`src/rtl/codec_link_pkg.sv`:
```
package codec_link_pkg;
    localparam int NCODEC = 3;
    localparam int NCHAN  = 5;

    localparam logic [7:0] ADDR_CTRL = 8'h2C;
    localparam logic [7:0] ADDR_STAT = 8'h30;
    localparam logic [7:0] ADDR_SEM  = 8'h34;

    // control word positions
    localparam int C_GPI_EN  = 0;
    localparam int C_COLD    = 1;
    localparam int C_WARM    = 2;
    localparam int C_OFF     = 3;
    localparam int C_RES_EN  = 4;
    localparam int C_CHAN_LO = 20;
    localparam int C_WID_LO  = 22;

    // status word positions
    localparam int S_GPI  = 0;
    localparam int S_RCS  = 15;
    localparam int S_CAP4 = 20;
    localparam int S_CAP6 = 21;

    function automatic int rdy_bit(input int i);
        case (i)
            0:       return 8;
            1:       return 9;
            default: return 28;
        endcase
    endfunction

    function automatic int res_bit(input int i);
        case (i)
            0:       return 10;
            1:       return 11;
            default: return 29;
        endcase
    endfunction

    function automatic int chan_bit(input int i);
        case (i)
            0:       return 1;
            1:       return 2;
            2:       return 5;
            3:       return 6;
            default: return 7;
        endcase
    endfunction

    typedef struct packed {
        logic [1:0]        width;
        logic [1:0]        chan;
        logic [NCODEC-1:0] res_en;
        logic              gpi_en;
    } gctl_t;
endpackage

```
`src/rtl/link_reset_seq.sv`:
```
module link_reset_seq #(
    parameter int WARM_CYCLES = 4
) (
    input  logic clk,
    input  logic rst_n,
    input  logic ctrl_wr_i,
    input  logic cold_rel_wr_i,
    input  logic off_wr_i,
    input  logic warm_req_wr_i,
    output logic cold_rel_o,
    output logic link_off_o,
    output logic warm_busy_o,
    output logic warm_done_o,
    output logic cold_drop_o
);
    localparam int CW = $clog2(WARM_CYCLES + 1);

    typedef struct packed {
        logic          cold;
        logic          off;
        logic          busy;
        logic [CW-1:0] cnt;
    } seq_t;

    seq_t s_d, s_q;
    logic done_d;

    always_comb begin
        s_d    = s_q;
        done_d = 1'b0;
        if (s_q.busy) begin
            if (s_q.cnt == '0) begin
                s_d.busy = 1'b0;
                done_d   = 1'b1;
            end else begin
                s_d.cnt = s_q.cnt - 1'b1;
            end
        end
        if (ctrl_wr_i) begin
            s_d.cold = cold_rel_wr_i;
            s_d.off  = off_wr_i;
            if (warm_req_wr_i && !off_wr_i && cold_rel_wr_i && !s_q.busy) begin
                s_d.busy = 1'b1;
                s_d.cnt  = CW'(WARM_CYCLES - 1);
            end
        end
        if (!s_d.cold) begin
            s_d.busy = 1'b0;
            s_d.cnt  = '0;
            done_d   = 1'b0;
        end
    end

    always_ff @(posedge clk) begin
        if (!rst_n) s_q <= '0;
        else        s_q <= s_d;
    end

    assign cold_rel_o  = s_q.cold;
    assign link_off_o  = s_q.off;
    assign warm_busy_o = s_q.busy;
    assign warm_done_o = done_d;
    assign cold_drop_o = ctrl_wr_i && !cold_rel_wr_i;

    assert_warm_start_ok_R5: assert property (@(posedge clk) disable iff (!rst_n)
        $rose(s_q.busy) |-> (!s_q.off && s_q.cold));
    assert_no_warm_in_cold_R3: assert property (@(posedge clk) disable iff (!rst_n)
        !s_q.cold |-> !s_q.busy);
    assert_warm_end_count_R4: assert property (@(posedge clk) disable iff (!rst_n)
        ($fell(s_q.busy) && s_q.cold) |-> ($past(s_q.cnt) == '0));
endmodule

```
`src/rtl/codec_event_status.sv`:
```
module codec_event_status #(
    parameter int N = 3
) (
    input  logic         clk,
    input  logic         rst_n,
    input  logic [N-1:0] rdy_i,
    input  logic         warm_done_i,
    input  logic         cold_rel_i,
    input  logic         cold_drop_i,
    input  logic         tmo_i,
    input  logic         stat_wr_i,
    input  logic [N-1:0] clr_res_i,
    input  logic         clr_rcs_i,
    output logic [N-1:0] rdy_o,
    output logic [N-1:0] res_o,
    output logic         rcs_o
);
    typedef struct packed {
        logic [N-1:0] rdy;
        logic [N-1:0] arm;
        logic [N-1:0] res;
        logic         rcs;
    } ev_t;

    ev_t e_d, e_q;
    logic [N-1:0] hit;

    always_comb begin
        e_d     = e_q;
        e_d.rdy = rdy_i;
        hit     = rdy_i & ~e_q.rdy & e_q.arm;
        if (stat_wr_i) begin
            e_d.res = e_q.res & ~clr_res_i;
            e_d.rcs = e_q.rcs & ~clr_rcs_i;
        end
        e_d.res = e_d.res | hit;
        e_d.rcs = e_d.rcs | tmo_i;
        e_d.arm = e_q.arm & ~hit;
        if (warm_done_i) e_d.arm = '1;
        if (!cold_rel_i || cold_drop_i) e_d.arm = '0;
    end

    always_ff @(posedge clk) begin
        if (!rst_n) e_q <= '0;
        else        e_q <= e_d;
    end

    assign rdy_o = e_q.rdy;
    assign res_o = e_q.res;
    assign rcs_o = e_q.rcs;

    for (genvar g = 0; g < N; g++) begin : g_chk
        assert_rdy_follows_R6: assert property (@(posedge clk) disable iff (!rst_n)
            1'b1 |=> (e_q.rdy[g] == $past(rdy_i[g])));
        assert_resume_needs_arm_R7: assert property (@(posedge clk) disable iff (!rst_n)
            $rose(e_q.res[g]) |-> $past(e_q.arm[g]));
    end
endmodule

```
`src/rtl/codec_access_sem.sv`:
```
module codec_access_sem (
    input  logic clk,
    input  logic rst_n,
    input  logic rd_hit_i,
    input  logic done_i,
    output logic sem_o
);
    logic sem_d, sem_q;

    always_comb begin
        if (sem_q) sem_d = !done_i;
        else       sem_d = rd_hit_i;
    end

    always_ff @(posedge clk) begin
        if (!rst_n) sem_q <= 1'b0;
        else        sem_q <= sem_d;
    end

    assign sem_o = sem_q;

    assert_sem_claim_R10: assert property (@(posedge clk) disable iff (!rst_n)
        (rd_hit_i && !sem_o) |=> sem_o);
    assert_sem_release_R10: assert property (@(posedge clk) disable iff (!rst_n)
        (done_i && sem_o) |=> !sem_o);
endmodule

```
`src/rtl/codec_link_ctrl.sv`:
```
module codec_link_ctrl
    import codec_link_pkg::*;
#(
    parameter int WARM_CYCLES = 4,
    parameter bit HAS_4CH     = 1'b1,
    parameter bit HAS_6CH     = 1'b0
) (
    input  logic        clk,
    input  logic        rst_n,
    input  logic [7:0]  addr_i,
    input  logic        wr_en_i,
    input  logic        rd_en_i,
    input  logic [31:0] wdata_i,
    output logic [31:0] rdata_o,
    input  logic [2:0]  codec_rdy_i,
    input  logic        access_done_i,
    input  logic        access_tmo_i,
    input  logic [4:0]  chan_irq_i,
    input  logic        gpi_chg_i,
    output logic        link_cold_rst_n_o,
    output logic        link_warm_rst_o,
    output logic        link_off_o,
    output logic [1:0]  sample_width_o,
    output logic [1:0]  chan_mode_o,
    output logic        irq_o
);
    gctl_t g_d, g_q;
    logic wr_ctrl, wr_stat, rd_sem;
    logic cold_rel, warm_busy, warm_done, cold_drop, sem;
    logic [NCODEC-1:0] rdy, res, clr_res;
    logic rcs;
    logic [31:0] ctrl_word, stat_word;
    logic unused_wbits;

    assign wr_ctrl = wr_en_i && (addr_i == ADDR_CTRL);
    assign wr_stat = wr_en_i && (addr_i == ADDR_STAT);
    assign rd_sem  = rd_en_i && (addr_i == ADDR_SEM);

    always_comb begin
        g_d = g_q;
        if (wr_ctrl) begin
            g_d.width  = wdata_i[C_WID_LO +: 2];
            g_d.chan   = wdata_i[C_CHAN_LO +: 2];
            g_d.res_en = wdata_i[C_RES_EN +: NCODEC];
            g_d.gpi_en = wdata_i[C_GPI_EN];
        end
    end

    always_ff @(posedge clk) begin
        if (!rst_n) g_q <= '0;
        else        g_q <= g_d;
    end

    link_reset_seq #(.WARM_CYCLES(WARM_CYCLES)) rst_seq_i (
        .clk           (clk),
        .rst_n         (rst_n),
        .ctrl_wr_i     (wr_ctrl),
        .cold_rel_wr_i (wdata_i[C_COLD]),
        .off_wr_i      (wdata_i[C_OFF]),
        .warm_req_wr_i (wdata_i[C_WARM]),
        .cold_rel_o    (cold_rel),
        .link_off_o    (link_off_o),
        .warm_busy_o   (warm_busy),
        .warm_done_o   (warm_done),
        .cold_drop_o   (cold_drop)
    );

    for (genvar c = 0; c < NCODEC; c++) begin : g_clr
        assign clr_res[c] = wdata_i[res_bit(c)];
    end

    codec_event_status #(.N(NCODEC)) ev_i (
        .clk         (clk),
        .rst_n       (rst_n),
        .rdy_i       (codec_rdy_i),
        .warm_done_i (warm_done),
        .cold_rel_i  (cold_rel),
        .cold_drop_i (cold_drop),
        .tmo_i       (access_tmo_i),
        .stat_wr_i   (wr_stat),
        .clr_res_i   (clr_res),
        .clr_rcs_i   (wdata_i[S_RCS]),
        .rdy_o       (rdy),
        .res_o       (res),
        .rcs_o       (rcs)
    );

    codec_access_sem sem_i (
        .clk      (clk),
        .rst_n    (rst_n),
        .rd_hit_i (rd_sem),
        .done_i   (access_done_i),
        .sem_o    (sem)
    );

    always_comb begin
        ctrl_word = '0;
        ctrl_word[C_WID_LO +: 2]      = g_q.width;
        ctrl_word[C_CHAN_LO +: 2]     = g_q.chan;
        ctrl_word[C_RES_EN +: NCODEC] = g_q.res_en;
        ctrl_word[C_OFF]              = link_off_o;
        ctrl_word[C_WARM]             = warm_busy;
        ctrl_word[C_COLD]             = cold_rel;
        ctrl_word[C_GPI_EN]           = g_q.gpi_en;
    end

    always_comb begin
        stat_word = '0;
        for (int c = 0; c < NCODEC; c++) begin
            stat_word[rdy_bit(c)] = rdy[c];
            stat_word[res_bit(c)] = res[c];
        end
        for (int k = 0; k < NCHAN; k++) stat_word[chan_bit(k)] = chan_irq_i[k];
        stat_word[S_GPI]  = gpi_chg_i;
        stat_word[S_RCS]  = rcs;
        stat_word[S_CAP4] = HAS_4CH;
        stat_word[S_CAP6] = HAS_6CH;
    end

    always_comb begin
        case (addr_i)
            ADDR_CTRL: rdata_o = ctrl_word;
            ADDR_STAT: rdata_o = stat_word;
            ADDR_SEM:  rdata_o = {31'b0, sem};
            default:   rdata_o = '0;
        endcase
    end

    assign link_cold_rst_n_o = cold_rel;
    assign link_warm_rst_o   = warm_busy;
    assign sample_width_o    = g_q.width;
    assign chan_mode_o       = g_q.chan;
    assign irq_o             = (|(res & g_q.res_en)) || (gpi_chg_i && g_q.gpi_en);

    assign unused_wbits = ^{wdata_i[31:30], wdata_i[28:24], wdata_i[19:16],
                            wdata_i[14:12], wdata_i[9:7]};
endmodule

```
`config.mk`:
```
export PLATFORM = sky130hd
export DESIGN_NAME = codec_link_ctrl
export DESIGN_NICKNAME = d
export VERILOG_FILES = /design/src/rtl/codec_link_pkg.sv /design/src/rtl/link_reset_seq.sv /design/src/rtl/codec_event_status.sv /design/src/rtl/codec_access_sem.sv /design/src/rtl/codec_link_ctrl.sv
export SDC_FILE = /design/constraint.sdc
export NUM_CORES = 1
export LEC_CHECK = 0
export CAP_MARGIN = 15
export CORE_MARGIN = 5
export CORE_UTILIZATION = 38
export DETAILED_ROUTE_END_ITERATION = 6
export GPL_TIMING_DRIVEN = 1
export HOLD_SLACK_MARGIN = 0.08
export MAX_ROUTING_LAYER = met4
export PLACE_DENSITY_LB_ADDON = 0.08
export SYNTH_ARGS = -nofsm -noshare
export SYNTH_HDL_FRONTEND = slang
export SYNTH_SLANG_ARGS = --single-unit
```
`constraint.sdc`:
```
create_clock -name clk -period 7.85 [get_ports clk]
set_clock_uncertainty 0.1 [all_clocks]
set_input_delay 1.9625 -clock clk [delete_from_list [all_inputs] [get_ports clk]]
set_output_delay 1.9625 -clock clk [all_outputs]
set_load 0.1 [all_outputs]
```
# [After elaboration in Yosys (flattened, before gate mapping)]
# Cells that the tools add are included.
[word_totals] out_inout_bits=40 input_bits=55 register_bits=25
[op_classes] n_addsub=1 bitwise=13 eq_ne=3 muxes=12 n_reduce_logical=19
[op_table] cell="30-bit case mux with 3 select lines" count=1
[op_table] cell="8-bit by 6-bit == test with 1-bit output (second input constant)" count=3
[op_table] cell="3-bit AND" count=5
[op_table] cell="4-bit 2-to-1 mux" count=3
[op_table] cell="3-bit NOT" count=3
[op_table] cell="1-bit logical AND" count=8
[op_table] cell="3-bit 2-to-1 mux" count=2
[op_table] cell="6-bit 2-to-1 mux" count=1
[op_table] cell="1-bit zero test" count=5
[op_table] cell="1-bit 2-to-1 mux" count=5
[op_table] cell="3-bit zero test" count=1
[op_table] cell="3-bit bitwise OR" count=1
[op_table] cell="3-bit OR reduction" count=1
[op_table] cell="3-bit by 1-bit subtractor with 3-bit output (second input constant)" count=1
[op_table] cell="1-bit logical OR" count=2
[op_table] cell="1-bit NOT" count=2
[op_table] cell="2-bit AND reduction" count=1
[op_table] cell="2-bit OR reduction" count=1
[op_table] cell="1-bit AND" count=1
[op_table] cell="1-bit bitwise OR" count=1

# [Longest topological paths before layout]
[depth] ltp_word=8 mapped_depth=6 depth_no_buf=6

# [By module]
# From an unflattened synthesis, not the netlist that was laid out.
[hier_totals] hier_cells=177 area_unflattened_um2=1532.7
[modules_own_cells] module="codec_link_ctrl" instances=1 area_each_um2=724.4 cells_each=95
[modules_own_cells] module="codec_event_status" instances=1 area_each_um2=452.9 cells_each=44
[modules_own_cells] module="link_reset_seq" instances=1 area_each_um2=304.0 cells_each=34
[modules_own_cells] module="codec_access_sem" instances=1 area_each_um2=51.3 cells_each=4

# [Worst setup path after synthesis]
# Ideal clock, no wire load.
[synth_timing] path_kind="input -> output" from="in addr_i[3]" to="out rdata_o[10]" stages=4 t_arrival_ps=3883 n_path_buf=1 t_required_ps=5787 setup_slack_ps=1905 path_cell_list="or4b_4 nor4_4 clkbuf_2 and2_1"
[synth_between] elab_chain_cells=2
[synth_lines] element="start, declared" line_no="codec_link_ctrl.sv:10" rtl="input logic [7:0] addr_i,"
[synth_lines] element="8-bit by 6-bit == test with 1-bit output" line_no="codec_link_ctrl.sv:121" rtl="case (addr_i)"
[synth_lines] element="30-bit case mux with 3 select lines *" line_no="codec_link_ctrl.sv:121"
[synth_lines] element="end, declared" line_no="codec_link_ctrl.sv:14" rtl="output logic [31:0] rdata_o,"
# Every way passes the cells marked *; elsewhere a longest branch is shown, timed or not.

# [Worst setup path in the final report]
[layout_timing] from="in addr_i[4]" to="out rdata_o[23]"
# Same word-level chain as after synthesis.

==> results.yml <==
status:
  status: "completed"
synth:
  yosysMostFrequentCell: "dfxtp_1"
  yosysWarnings: 0
  synth_ff_type: "dfxtp_1"
  syn_inst: 158
  synth_edf_count: 0
  ys_ff_latch: 25
  ys_seq_area_share_pct: 36.63
  avgSynthCellArea_um2: 8.648
  synth.distinct_cells: 37
  netlist.area_leader.share_pct: 36.63
  synth_common_cells: "dfxtp_1 (25), buf_4 (17), nand2_1 (13), nand3_1 (13), and2_1 (12)"
  synth_area_um2: 1366
  yosysTopAreaCell: "dfxtp_1"
  netlist_top_cells_area: "dfxtp_1 (37%), buf_4 (9.3%), and2_1 (5.5%)"
  async_flop_share_pct: 0
routing:
  wl_per_cell_um: 13.88
  vias: 1253
  drtIter0Drc: 57
  vias_per_cell: 4.819
  wl_um: 3610
  dr.pass1.iters: 4
  remaining_drc_errors: 0
  ant_nets: 0
sta:
  fin_ws_ns: 1.480
  relSlewSlack_pct: 33.85
  fmax_mhz: 157.0
  slew_viol_final: 0
  grt_setup_unrepaired: "false"
  tightest_slew_ns: 0.9892
  setup_tns_ns: 0
  period_minus_slack_ns: 6.370
  finalHoldViolations: 0
  fin_crit_sh_pct: 81.15
  setup_viol: 0
power:
  pwr_density_cell_nw_per_um2: 125.6
  p_leak_nw: 0.7780
  ir_drop_uv: 59.74
  power_mw: 0.2448
grt:
  gr-total-overflow: 0
  antenna_found_initial: 0
  grt_use_total_pct: 14.84
  grt_pass1_vias: 1296
  grt_max_degree: 20
  grt_pass1_wl_um: 5961
clocking:
  numCtsBuffers: 3
  holdBufCountCts: 0
  h-tree-depth: 1
  ctsResizeCount: 0
  ctsRootBufferMaster: "clkbuf_4"
  clock_path_buffers: 2
  clk_latency_ns: 0.32
  post_cts_buffers: 0
  cts_tree: "built"
  clk_pin_slew_worst_paths_ns: 0.15
  cts.sinks: 25
finish:
  drive_above_1_share_pct: 11.21
  nFillCells: 335
  area_growth_pct: 42.58
  nets: 272
  final_util_pct: 57.03
  n_antenna_cell: 0
placement:
  dp_hpwl_um: 2847
  pre_cts_slack_ns: 1.471
  gp_congestion: 0.7501
  portBuffers: 64
die:
  io_pins: 95
  start_util_pct: 40.00
  die-height_um: 69.96
  coreArea_um2: 3416
  rows: 21
  die_w_um: 69.96
  die_area_um2: 4894
worst_setup_path:
  endpoint_kind: "primary output"
  arrival_ns: 4.31
  critical_path_class: "in -> out"
  cp.required_ns: 5.79
  cp-start-kind: "input port"
  cp_max_fo: 7
min_path:
  hold_path.class: "reg -> reg"
run:
  drv_cap: 0
[cell families after synthesis]
| logic type | Yosys count | synth area share (%) |
|---|---|---|
| adders and majority gates | 2 | 1.831 |
| xor gates and xnor gates | 1 | 0.6411 |
| and+or+nand+nor | 59 | 26.65 |
| AOI/OAI and AO/OA | 34 | 17.67 |
| other | 1 | 0.2745 |
| muxes | 3 | 2.381 |
| DFF | 25 | 36.63 |
| buffers and inverters | 33 | 13.92 |
[state kept, by name (all words and copies together), names as in the netlist]
name and count:
ev_i.rcs_o 1, sem_i.sem_o 1, ctrl_word 4, sample_width_o 2, ev_i.e_q 3, ev_i.res_o 3, rst_seq_i.cold_rel_o 1, rst_seq_i.s_q 3
rst_seq_i.warm_busy_o 1, chan_mode_o 2, rst_seq_i.link_off_o 1, ev_i.rdy_o 3
[worst paths after layout]
path,startpoint,endpoint,slack [ns],cells past startpoint
max reg2reg,rst_seq_i.s_q[0],rst_seq_i.s_q[1],6.15,6
min reg2reg,ev_i.e_q[4],ev_i.e_q[4],0.38,2
min,ev_i.e_q[4],ev_i.e_q[4],0.38,2
max,addr_i[4],rdata_o[23],1.48,4
[cell type report]
cell class | count | area (um^2) | share of cell area, %
multi-input cells | 112 | 720.7 | 36.99
repair buffers | 64 | 605.6 | 31.09
flip-flops and latches | 25 | 500.5 | 25.69
well taps | 46 | 57.56 | 2.954
inverters | 9 | 33.78 | 1.734
clock buffers | 3 | 22.52 | 1.156
clock inverters | 1 | 7.507 | 0.3854
[critical path, cell delays in order]
cell             delay [ns]
clkdlybuf4s50_1        0.43
nor4b_2                0.53
and3_1                 0.24
clkdlybuf4s50_1        1.15
[routing by layer]
| layer | up-vias | GRT usage (%) | part of all wire [%] |
|---|---|---|---|
| met5 | - | - | 0 |
| li1 | 628 | - | - |
| met4 | 0 | 2.553 | 0.36 |
| met2 | 46 | 25.08 | 48 |
| met1 | 577 | 18.21 | 44 |
| met3 | 2 | 3.587 | 7.1 |
[where the power goes]
part | total, mW | switching (mW) | internal (mW)
combinational | 0.0562 | 0.0369 | 0.0193
sequential | 0.129 | 0.000697 | 0.128
clock | 0.0597 | 0.0403 | 0.0194
total | 0.245 | 0.0778 | 0.167
[layout by cell type, fill, tap and decap left out, types with 2 or more instances in the layout]
cell | synthesis | routed
clkdlybuf4s50_1 | 0 | 50
dfxtp_1 | 25 | 25
buf_4 | 17 | 14
nand2_1 | 13 | 13
nand3_1 | 13 | 13
conb_1 | 1 | 13
and2_1 | 12 | 12
inv_1 | 9 | 9
a21boi_0 | 9 | 9
a21oi_1 | 7 | 7
and3_1 | 5 | 5
a22o_1 | 4 | 4
o21ai_0 | 4 | 4
nor2b_1 | 4 | 4
a32o_1 | 3 | 3
clkbuf_4 | 0 | 3
nand2b_1 | 2 | 2
a22oi_1 | 2 | 2
mux2_2 | 2 | 2
nand3b_1 | 2 | 2
ha_1 | 2 | 2
[per-stage QoR]
stage,area (um^2),cells,hold WS [ns]
2_1_floorplan,1411,170,0.3492
3_3_place_gp,1918,256,0.3724
3_5_place_dp,1918,256,0.3678
4_1_cts,1948,260,0.3872
5_1_grt,1948,260,0.4118
6_report,1948,260,0.3817
Power figures use the tool's default switching activity.
